`src/rtl/pinbank_pkg.sv`:
```
package pinbank_pkg;
  localparam int NUM_BANKS = 4;
  localparam int MODE_W    = 4;
  localparam logic [3:0] MODE_IN  = 4'h1;
  localparam logic [3:0] MODE_OUT = 4'h8;
  localparam int DATA_BASE = 'h170;
  localparam int CFG_BASE  = 'h180;
  localparam int ODRV_ADDR = 'h190;

  function automatic int bank_size(input int b);
    case (b)
      0:       return 2;
      1:       return 4;
      2:       return 4;
      default: return 6;
    endcase
  endfunction

  function automatic int bank_base(input int b);
    int acc;
    acc = 0;
    for (int k = 0; k < NUM_BANKS; k++)
      if (k < b) acc += bank_size(k);
    return acc;
  endfunction
endpackage

```
`src/rtl/pinbank_sync.sv`:
```
module pinbank_sync #(
  parameter int WIDTH = 16
) (
  input  logic             clk,
  input  logic             rst,
  input  logic [WIDTH-1:0] async_in,
  output logic [WIDTH-1:0] sync_out
);
  logic [WIDTH-1:0] stage1_q;
  logic [WIDTH-1:0] stage2_q;

  always_ff @(posedge clk) begin
    if (rst) begin
      stage1_q <= '0;
      stage2_q <= '0;
    end else begin
      stage1_q <= async_in;
      stage2_q <= stage1_q;
    end
  end

  assign sync_out = stage2_q;
endmodule

```
`src/rtl/pinbank_bank.sv`:
```
module pinbank_bank
  import pinbank_pkg::*;
#(
  parameter int PINS   = 2,
  parameter int DATA_W = 32
) (
  input  logic              clk,
  input  logic              rst,
  input  logic              data_we,
  input  logic              cfg_we,
  input  logic [DATA_W-1:0] wdata,
  input  logic [PINS-1:0]   sync_in,
  output logic [PINS-1:0]   is_out,
  output logic [PINS-1:0]   latch,
  output logic [DATA_W-1:0] data_rd,
  output logic [DATA_W-1:0] cfg_rd
);
  localparam int CFG_BITS = PINS * MODE_W;

  logic [PINS-1:0]   latch_q;
  logic [MODE_W-1:0] mode_q [PINS];

  always_ff @(posedge clk) begin
    if (rst)          latch_q <= '0;
    else if (data_we) latch_q <= wdata[PINS-1:0];
  end

  for (genvar i = 0; i < PINS; i++) begin : g_pin
    always_ff @(posedge clk) begin
      if (rst)         mode_q[i] <= MODE_IN;
      else if (cfg_we) mode_q[i] <= wdata[i*MODE_W +: MODE_W];
    end
    assign is_out[i] = (mode_q[i] == MODE_OUT);
  end

  assign latch = latch_q;

  always_comb begin
    data_rd = '0;
    cfg_rd  = '0;
    for (int i = 0; i < PINS; i++) begin
      data_rd[i] = is_out[i] ? latch_q[i] : sync_in[i];
      cfg_rd[i*MODE_W +: MODE_W] = mode_q[i];
    end
  end

  if (CFG_BITS > DATA_W) begin : g_bad
    initial $error("bank mode fields exceed register width");
  end
endmodule

```
`src/rtl/pinbank_drive.sv`:
```
module pinbank_drive #(
  parameter int PINS = 16
) (
  input  logic            clk,
  input  logic            rst,
  input  logic [PINS-1:0] is_out,
  input  logic [PINS-1:0] latch,
  input  logic [PINS-1:0] odrain,
  output logic [PINS-1:0] pin_out,
  output logic [PINS-1:0] pin_oe
);
  logic [PINS-1:0] out_d;
  logic [PINS-1:0] oe_d;

  always_comb begin
    for (int p = 0; p < PINS; p++) begin
      if (!is_out[p]) begin
        oe_d[p]  = 1'b0;
        out_d[p] = 1'b0;
      end else if (odrain[p]) begin
        oe_d[p]  = ~latch[p];
        out_d[p] = 1'b0;
      end else begin
        oe_d[p]  = 1'b1;
        out_d[p] = latch[p];
      end
    end
  end

  always_ff @(posedge clk) begin
    if (rst) begin
      pin_out <= '0;
      pin_oe  <= '0;
    end else begin
      pin_out <= out_d;
      pin_oe  <= oe_d;
    end
  end
endmodule

```
`src/rtl/pinbank_gpio.sv`:
```
module pinbank_gpio
  import pinbank_pkg::*;
#(
  parameter int ADDR_W   = 12,
  parameter int DATA_W   = 32,
  parameter int NUM_PINS = 16
) (
  input  logic              clk,
  input  logic              rst,
  input  logic              wr_en,
  input  logic              rd_en,
  input  logic [ADDR_W-1:0] addr,
  input  logic [DATA_W-1:0] wdata,
  output logic [DATA_W-1:0] rdata,
  input  logic [NUM_PINS-1:0] pin_in,
  output logic [NUM_PINS-1:0] pin_out,
  output logic [NUM_PINS-1:0] pin_oe
);
  localparam int TOTAL_PINS = bank_base(NUM_BANKS);
  localparam logic [ADDR_W-1:0] OD_A = ADDR_W'(ODRV_ADDR);

  logic [NUM_PINS-1:0] sync_all;
  logic [NUM_PINS-1:0] is_out_all;
  logic [NUM_PINS-1:0] latch_all;
  logic [NUM_PINS-1:0] odrain_q;
  logic [DATA_W-1:0]   bank_data_rd [NUM_BANKS];
  logic [DATA_W-1:0]   bank_cfg_rd  [NUM_BANKS];
  logic [NUM_BANKS-1:0] data_hit;
  logic [NUM_BANKS-1:0] cfg_hit;
  logic                od_hit;
  logic [DATA_W-1:0]   rd_mux;

  if (TOTAL_PINS != NUM_PINS) begin : g_bad
    initial $error("bank sizes do not add up to NUM_PINS");
  end

  pinbank_sync #(.WIDTH(NUM_PINS)) u_sync (
    .clk      (clk),
    .rst      (rst),
    .async_in (pin_in),
    .sync_out (sync_all)
  );

  for (genvar b = 0; b < NUM_BANKS; b++) begin : g_bank
    localparam int BP = bank_size(b);
    localparam int BB = bank_base(b);
    assign data_hit[b] = (addr == ADDR_W'(DATA_BASE + 4 * b));
    assign cfg_hit[b]  = (addr == ADDR_W'(CFG_BASE + 4 * b));

    pinbank_bank #(.PINS(BP), .DATA_W(DATA_W)) u_bank (
      .clk     (clk),
      .rst     (rst),
      .data_we (wr_en && data_hit[b]),
      .cfg_we  (wr_en && cfg_hit[b]),
      .wdata   (wdata),
      .sync_in (sync_all[BB +: BP]),
      .is_out  (is_out_all[BB +: BP]),
      .latch   (latch_all[BB +: BP]),
      .data_rd (bank_data_rd[b]),
      .cfg_rd  (bank_cfg_rd[b])
    );
  end

  assign od_hit = (addr == OD_A);

  always_ff @(posedge clk) begin
    if (rst)                  odrain_q <= '0;
    else if (wr_en && od_hit) odrain_q <= wdata[NUM_PINS-1:0];
  end

  always_comb begin
    rd_mux = '0;
    for (int b = 0; b < NUM_BANKS; b++) begin
      if (data_hit[b]) rd_mux = bank_data_rd[b];
      if (cfg_hit[b])  rd_mux = bank_cfg_rd[b];
    end
    if (od_hit) rd_mux = DATA_W'(odrain_q);
  end

  always_ff @(posedge clk) begin
    if (rst)        rdata <= '0;
    else if (rd_en) rdata <= rd_mux;
    else            rdata <= '0;
  end

  pinbank_drive #(.PINS(NUM_PINS)) u_drive (
    .clk     (clk),
    .rst     (rst),
    .is_out  (is_out_all),
    .latch   (latch_all),
    .odrain  (odrain_q),
    .pin_out (pin_out),
    .pin_oe  (pin_oe)
  );
endmodule

```
`config.mk`:
```
export PLATFORM = sky130hd
export DESIGN_NAME = pinbank_gpio
export DESIGN_NICKNAME = d
export VERILOG_FILES = /design/src/rtl/pinbank_pkg.sv /design/src/rtl/pinbank_sync.sv /design/src/rtl/pinbank_bank.sv /design/src/rtl/pinbank_drive.sv /design/src/rtl/pinbank_gpio.sv
export SDC_FILE = /design/constraint.sdc
export NUM_CORES = 1
export LEC_CHECK = 0
export CORE_AREA = 2 2 157 159
export CTS_CLUSTER_SIZE = 30
export DETAILED_ROUTE_END_ITERATION = 7
export DIE_AREA = 0 0 159 161
export HOLD_SLACK_MARGIN = 0.12
export SLEW_MARGIN = 25
export SYNTH_ARGS = -nofsm -noshare
export SYNTH_HDL_FRONTEND = slang
export SYNTH_SLANG_ARGS = --single-unit
```
`constraint.sdc`:
```
create_clock -name clk -period 3.3 [get_ports clk]
set_input_delay 0.495 -clock clk [delete_from_list [all_inputs] [get_ports clk]]
set_output_delay 0.495 -clock clk [all_outputs]
set_load 0.005 [all_outputs]
```
# ---- Yosys cells after proc, flatten, opt, wreduce, memory -nomap -nowiden
# Memories as Yosys holds them, arrays and structs flattened.
# Cells that the tools add are included.
dict set report op_classes {
  eq_ne 25
  muxes 71
  n_bitwise 49
  reduce_logical 44
}
# operator n
set op_table {}
lappend op_table {{24-bit two-way mux} 7}
lappend op_table {{12-bit by 9-bit equality test with 1-bit output, second input constant} 9}
lappend op_table {{4-bit equality test, second input constant} 16}
lappend op_table {{4-bit two-way mux} 16}
lappend op_table {{3-bit OR reduction} 17}
lappend op_table {{1-bit two-way mux} 46}
lappend op_table {{2-bit OR reduction} 17}
lappend op_table {{1-bit NOT} 33}
lappend op_table {{16-bit two-way mux} 1}
lappend op_table {{1-bit bitwise OR} 16}
lappend op_table {{10-bit OR reduction} 1}
lappend op_table {{1-bit logical AND} 9}
lappend op_table {{2-bit two-way mux} 1}
dict set report word_totals {
  regBits 128
  ramBits 64
  in_bits 64
  output_inout_bits 64
  wordCells 235
  mem_count 4
}
# name depth width rd rd_ports_with_merged_regs wr line
set memory_table {}
lappend memory_table {{g_bank[3].u_bank.mode_q} 6 4 6 0 6 pinbank_bank.sv:21} ;# logic [MODE_W-1:0] mode_q [PINS];
lappend memory_table {{g_bank[1].u_bank.mode_q} 4 4 4 0 4 pinbank_bank.sv:21}
lappend memory_table {{g_bank[2].u_bank.mode_q} 4 4 4 0 4 pinbank_bank.sv:21}
lappend memory_table {{g_bank[0].u_bank.mode_q} 2 4 2 0 2 pinbank_bank.sv:21}

# ---- Logic depth before layout (Yosys ltp)
# An unclocked memory read counts as a cell.
dict set report depth {
  ltp_word 12
  mapped_depth 10
  depth_no_buf 6
}

# ---- Modules after synthesis
# A second synthesis with hierarchy kept.
dict set report hier_totals {
  hier_cells 1120
  hier_area_um2 10631.4
}
# mod instances cells_per_inst area_per_inst_um2 seq_area_each_um2
set by_module_without_submodules {}
lappend by_module_without_submodules {pinbank_gpio 1 569 3838.7 960.9}
lappend by_module_without_submodules {{pinbank_bank (g_bank[1].u_bank ...)} 2 101 1213.7 560.5}
lappend by_module_without_submodules {{pinbank_bank (g_bank[3].u_bank)} 1 118 1575.3 840.8}
lappend by_module_without_submodules {pinbank_drive 1 81 1077.3 640.6}
lappend by_module_without_submodules {pinbank_sync 1 67 863.3 640.6}
lappend by_module_without_submodules {{pinbank_bank (g_bank[0].u_bank)} 1 83 849.6 280.3}

# ---- Worst setup path after synthesis
# Ideal clock, no wire load.
dict set report synth_timing {
  kind {input to register}
  startpoint {input port addr[1]}
  endpoint {memory g_bank[3].u_bank.mode_q[0][0] (enable)}
  setup_ns 0.380
  arrival_time_ns 2.257
  required_ns 2.920
  setup_slack_ns 0.663
  path_stages 6
  n_path_buf 1
  cell_sequence {or4_1 buf_6 nor2_8 nand2_1 nor2_1 a21o_1}
}
# element line
set synth_rtl {}
lappend synth_rtl {{start: declaration} pinbank_gpio.sv:12} ;# input logic [ADDR_W-1:0] addr,
lappend synth_rtl {{end: declaration} pinbank_bank.sv:21}

# ---- Worst setup path in the final report
dict set report layout_timing {
  startpoint {input port addr[1]}
  endpoint {register odrain_q[0]}
}
dict set report layout_between {
  elab_chain_len 2
}
# element line
set layout_rtl {}
lappend layout_rtl {{12-bit by 9-bit equality test with 1-bit output} pinbank_gpio.sv:64} ;# assign od_hit = (addr == OD_A);
lappend layout_rtl {{1-bit logical AND} pinbank_gpio.sv:68} ;# else if (wr_en && od_hit) odrain_q <= wdata[NUM_PINS-1:0];
lappend layout_rtl {{end signal: assignment} pinbank_gpio.sv:68}
lappend layout_rtl {{end: declaration} pinbank_gpio.sv:25} ;# logic [NUM_PINS-1:0] odrain_q;
# No other way between the ends.
# A chain may end at the register's enable or synchronous reset.

==> flow_summary.toml <==
[floorplan]
start_util = 0.303
dieArea_um2 = 25600
die_height_um = 161
die_x_um = 159
coreArea_um2 = 24000
floorplan.rows = 57
io_pins = 128

[logic_synthesis]
synth_compound_area_frac = 0.0882
ys_seq_area_frac = 0.596
synth.avg_cell_area_um2 = 11.5
syn_area_um2 = 7260
synth_cells = 633
async_reset_ff_frac = 0
synth_seq_cells = 184
ys_warn_count = 0
synthFlopType = "dfxtp_1"
synth-edff-count = 64
synthSimpleGateAreaFrac = 0.227
synthMuxAreaShare = 0.0591
synth_top_family_by_area = "simple AND/OR/NAND/NOR gates"
yosysUniqueCellTypes = 52
synthAdderAreaFrac = 0
synth_xor_area_frac = 0

[timing]
worst_pin_slew_ns = 0.793
layout_worst_path_cycle_share = 0.769
final.setup_skew_ns = 0.00820
whs_ns = 0.437
fin_setup_tns_ns = 0
slew_headroom = 0.472
finalSetupViolCount = 0
drv_slew = 0
max_freq_ghz = 0.394
finalHoldViolations = 0
rsz0062_at_grt = "no"
min_period_ns = 2.54

[clock_tree]
clock_latency_ns = 0.43
cts_buffer_depth = 2
clkSinkCount = 184
post-cts-setup-buffer-count = 0
cts_max_level = 4
path_clk_slew_ns = 0.06
hold_buffers = 0
cts_buffers = 17
ctsResizeCount = 0
ctsRootBufferMaster = "clkbuf_16"
tritoncts = "built"

[final_layout]
syn_to_final_growth_pct = 29.5
mostFrequentLayoutCells = "dfxtp_1 (120), clkdlybuf4s50_1 (110), edfxtp_1 (64)"
layout-drive-gt1-share = 0.143
fillers = 2381
final_common_cell = "dfxtp_1"
final-instance-count-excl-fill = 1099
antenna_cells = 0
finish.utilization = 0.392
final_net_count = 826

[critical_path]
worstPathRequired_ns = 3.65
crit_arrival_ns = 2.89
path_max_fanout = 16
crit_path_start_kind = "primary input"
endpoint_kind = "register"
crit_type = "in -> reg"
worst_r2r_path_depth = 5

[power_and_ir_drop]
powerDensity_nw_per_um2 = 496
ir_worst_vdd_v = 0.000292
clkPwrFrac = 0.424
pwr-share-comb = 0.055
switching_share = 0.226
cellInternalPower_mw = 3.61
power_leakage_nw = 3.21
pwr-share-seq = 0.521
p_switching_mw = 1.05

[detailed_routing]
vias = 5171
wl_per_cell_um = 18.0
routed_wl_um = 19800
antenna_left = 0
dr.pass1.iters = 5
drc = 0
drtIter0Drc = 395
vias_per_cell = 4.71

[global_routing]
grt_usage = 0.155
grt_max_degree = 62
grt_pass1_vias = 4980
grt_first_pass_wirelength_um = 29700
antenna_found_initial = 0
gr-total-overflow = 0

[placed_design]
gp_congestion = 0.878
place_inst = 1067
io_buffers = 111
hpwlAfterDp_um = 14400

[hold_path]
whs_path_depth = 1
min_path_type = "reg -> reg"

[job]
maxCapViolCount = 0

[status]
status = "completed"
## cells by family after synthesis
group	count (synthesis)
AND/OR/NAND/NOR	275
flip-flops	184
multiplexers	38
buffers and inverters	39
AO/OA/AOI/OAI	96
other	1
## Yosys cell counts (11+ instances only)
library cell	count	area, um2
o21ai_0	11	55.1
mux2_2	19	214
clkbuf_1	22	82.6
dfxtp_1	120	2400
edfxtp_1	64	1920
and2_1	57	357
nand2b_1	26	163
nor2_1	30	113
nor3b_1	17	128
nor2b_1	35	219
nor4b_1	16	140
nand2_1	51	191
mux2i_1	17	170
a21oi_1	39	195
a222oi_1	11	110
## worst max-delay path, stage by stage
cell	delay (ns)
clkdlybuf4s50_1	0.39
or4_1	0.76
nor2_4	0.23
and4b_1	0.43
and2_4	0.35
nand2_1	0.09
a21oi_1	0.14
## layout make-up
cell class,instances,area [um2],area share
sequential,184,4320,0.460
multi-input combinational,417,2750,0.293
timing repair buffer,142,1350,0.144
clock buffer,21,493,0.0524
tap,324,405,0.0431
clock inverter,11,78.8,0.00838
## through the flow
stage               worst slack, ns  power, mW  area (um2)
floorplan                     0.663       2.59        7290
global placement              0.327       2.74        8830
detailed placement            0.318       2.74        8830
CTS                           0.781       4.70        9400
global route                  0.613       4.82        9400
finish                        0.763       4.66        9400
## power groups by stage
stage / registers, mW / logic [mW] / clock network (mW)
2_1_floorplan: 2.47 / 0.121 / 0
6_report: 2.43 / 0.257 / 1.98
3_5_place_dp: 2.48 / 0.256 / 0
3_3_place_gp: 2.48 / 0.255 / 0
5_1_grt: 2.44 / 0.274 / 2.11
4_1_cts: 2.43 / 0.257 / 2.01
## sequential cells by signal, indices dropped and copies added (netlist names)
name and flops:
g_bank.u_bank.latch 16, u_sync.sync_out 16, rdata 24, u_drive.pin_oe 16, odrain_q 16, u_drive.pin_out 16, u_sync.stage1_q 16, g_bank.u_bank.mode_q 64
## worst paths after layout
kind         slack (ns)                                        start                              to
max reg2reg        0.91  g_bank[0].u_bank.mode_q[1][2]$_SDFFCE_PN0P_             rdata[1]$_SDFF_PP0_
min reg2reg        0.44               u_sync.stage1_q[11]$_SDFF_PP0_  u_sync.sync_out[11]$_SDFF_PP0_
min                0.44               u_sync.stage1_q[11]$_SDFF_PP0_  u_sync.sync_out[11]$_SDFF_PP0_
max                0.76                                      addr[1]        odrain_q[0]$_SDFFE_PP0P_
## routing by layer
layer | wire length, um | part of all wire | global-route usage | vias to the layer above
met5 | 0 | 0 | 0 | -
li1 | - | - | - | 2498
met2 | 9360 | 0.47 | 0.255 | 186
met1 | 8850 | 0.45 | 0.204 | 2462
met3 | 1140 | 0.058 | 0.0303 | 25
met4 | 459 | 0.023 | 0.0545 | 0
(Power assumes the default switching activity.)
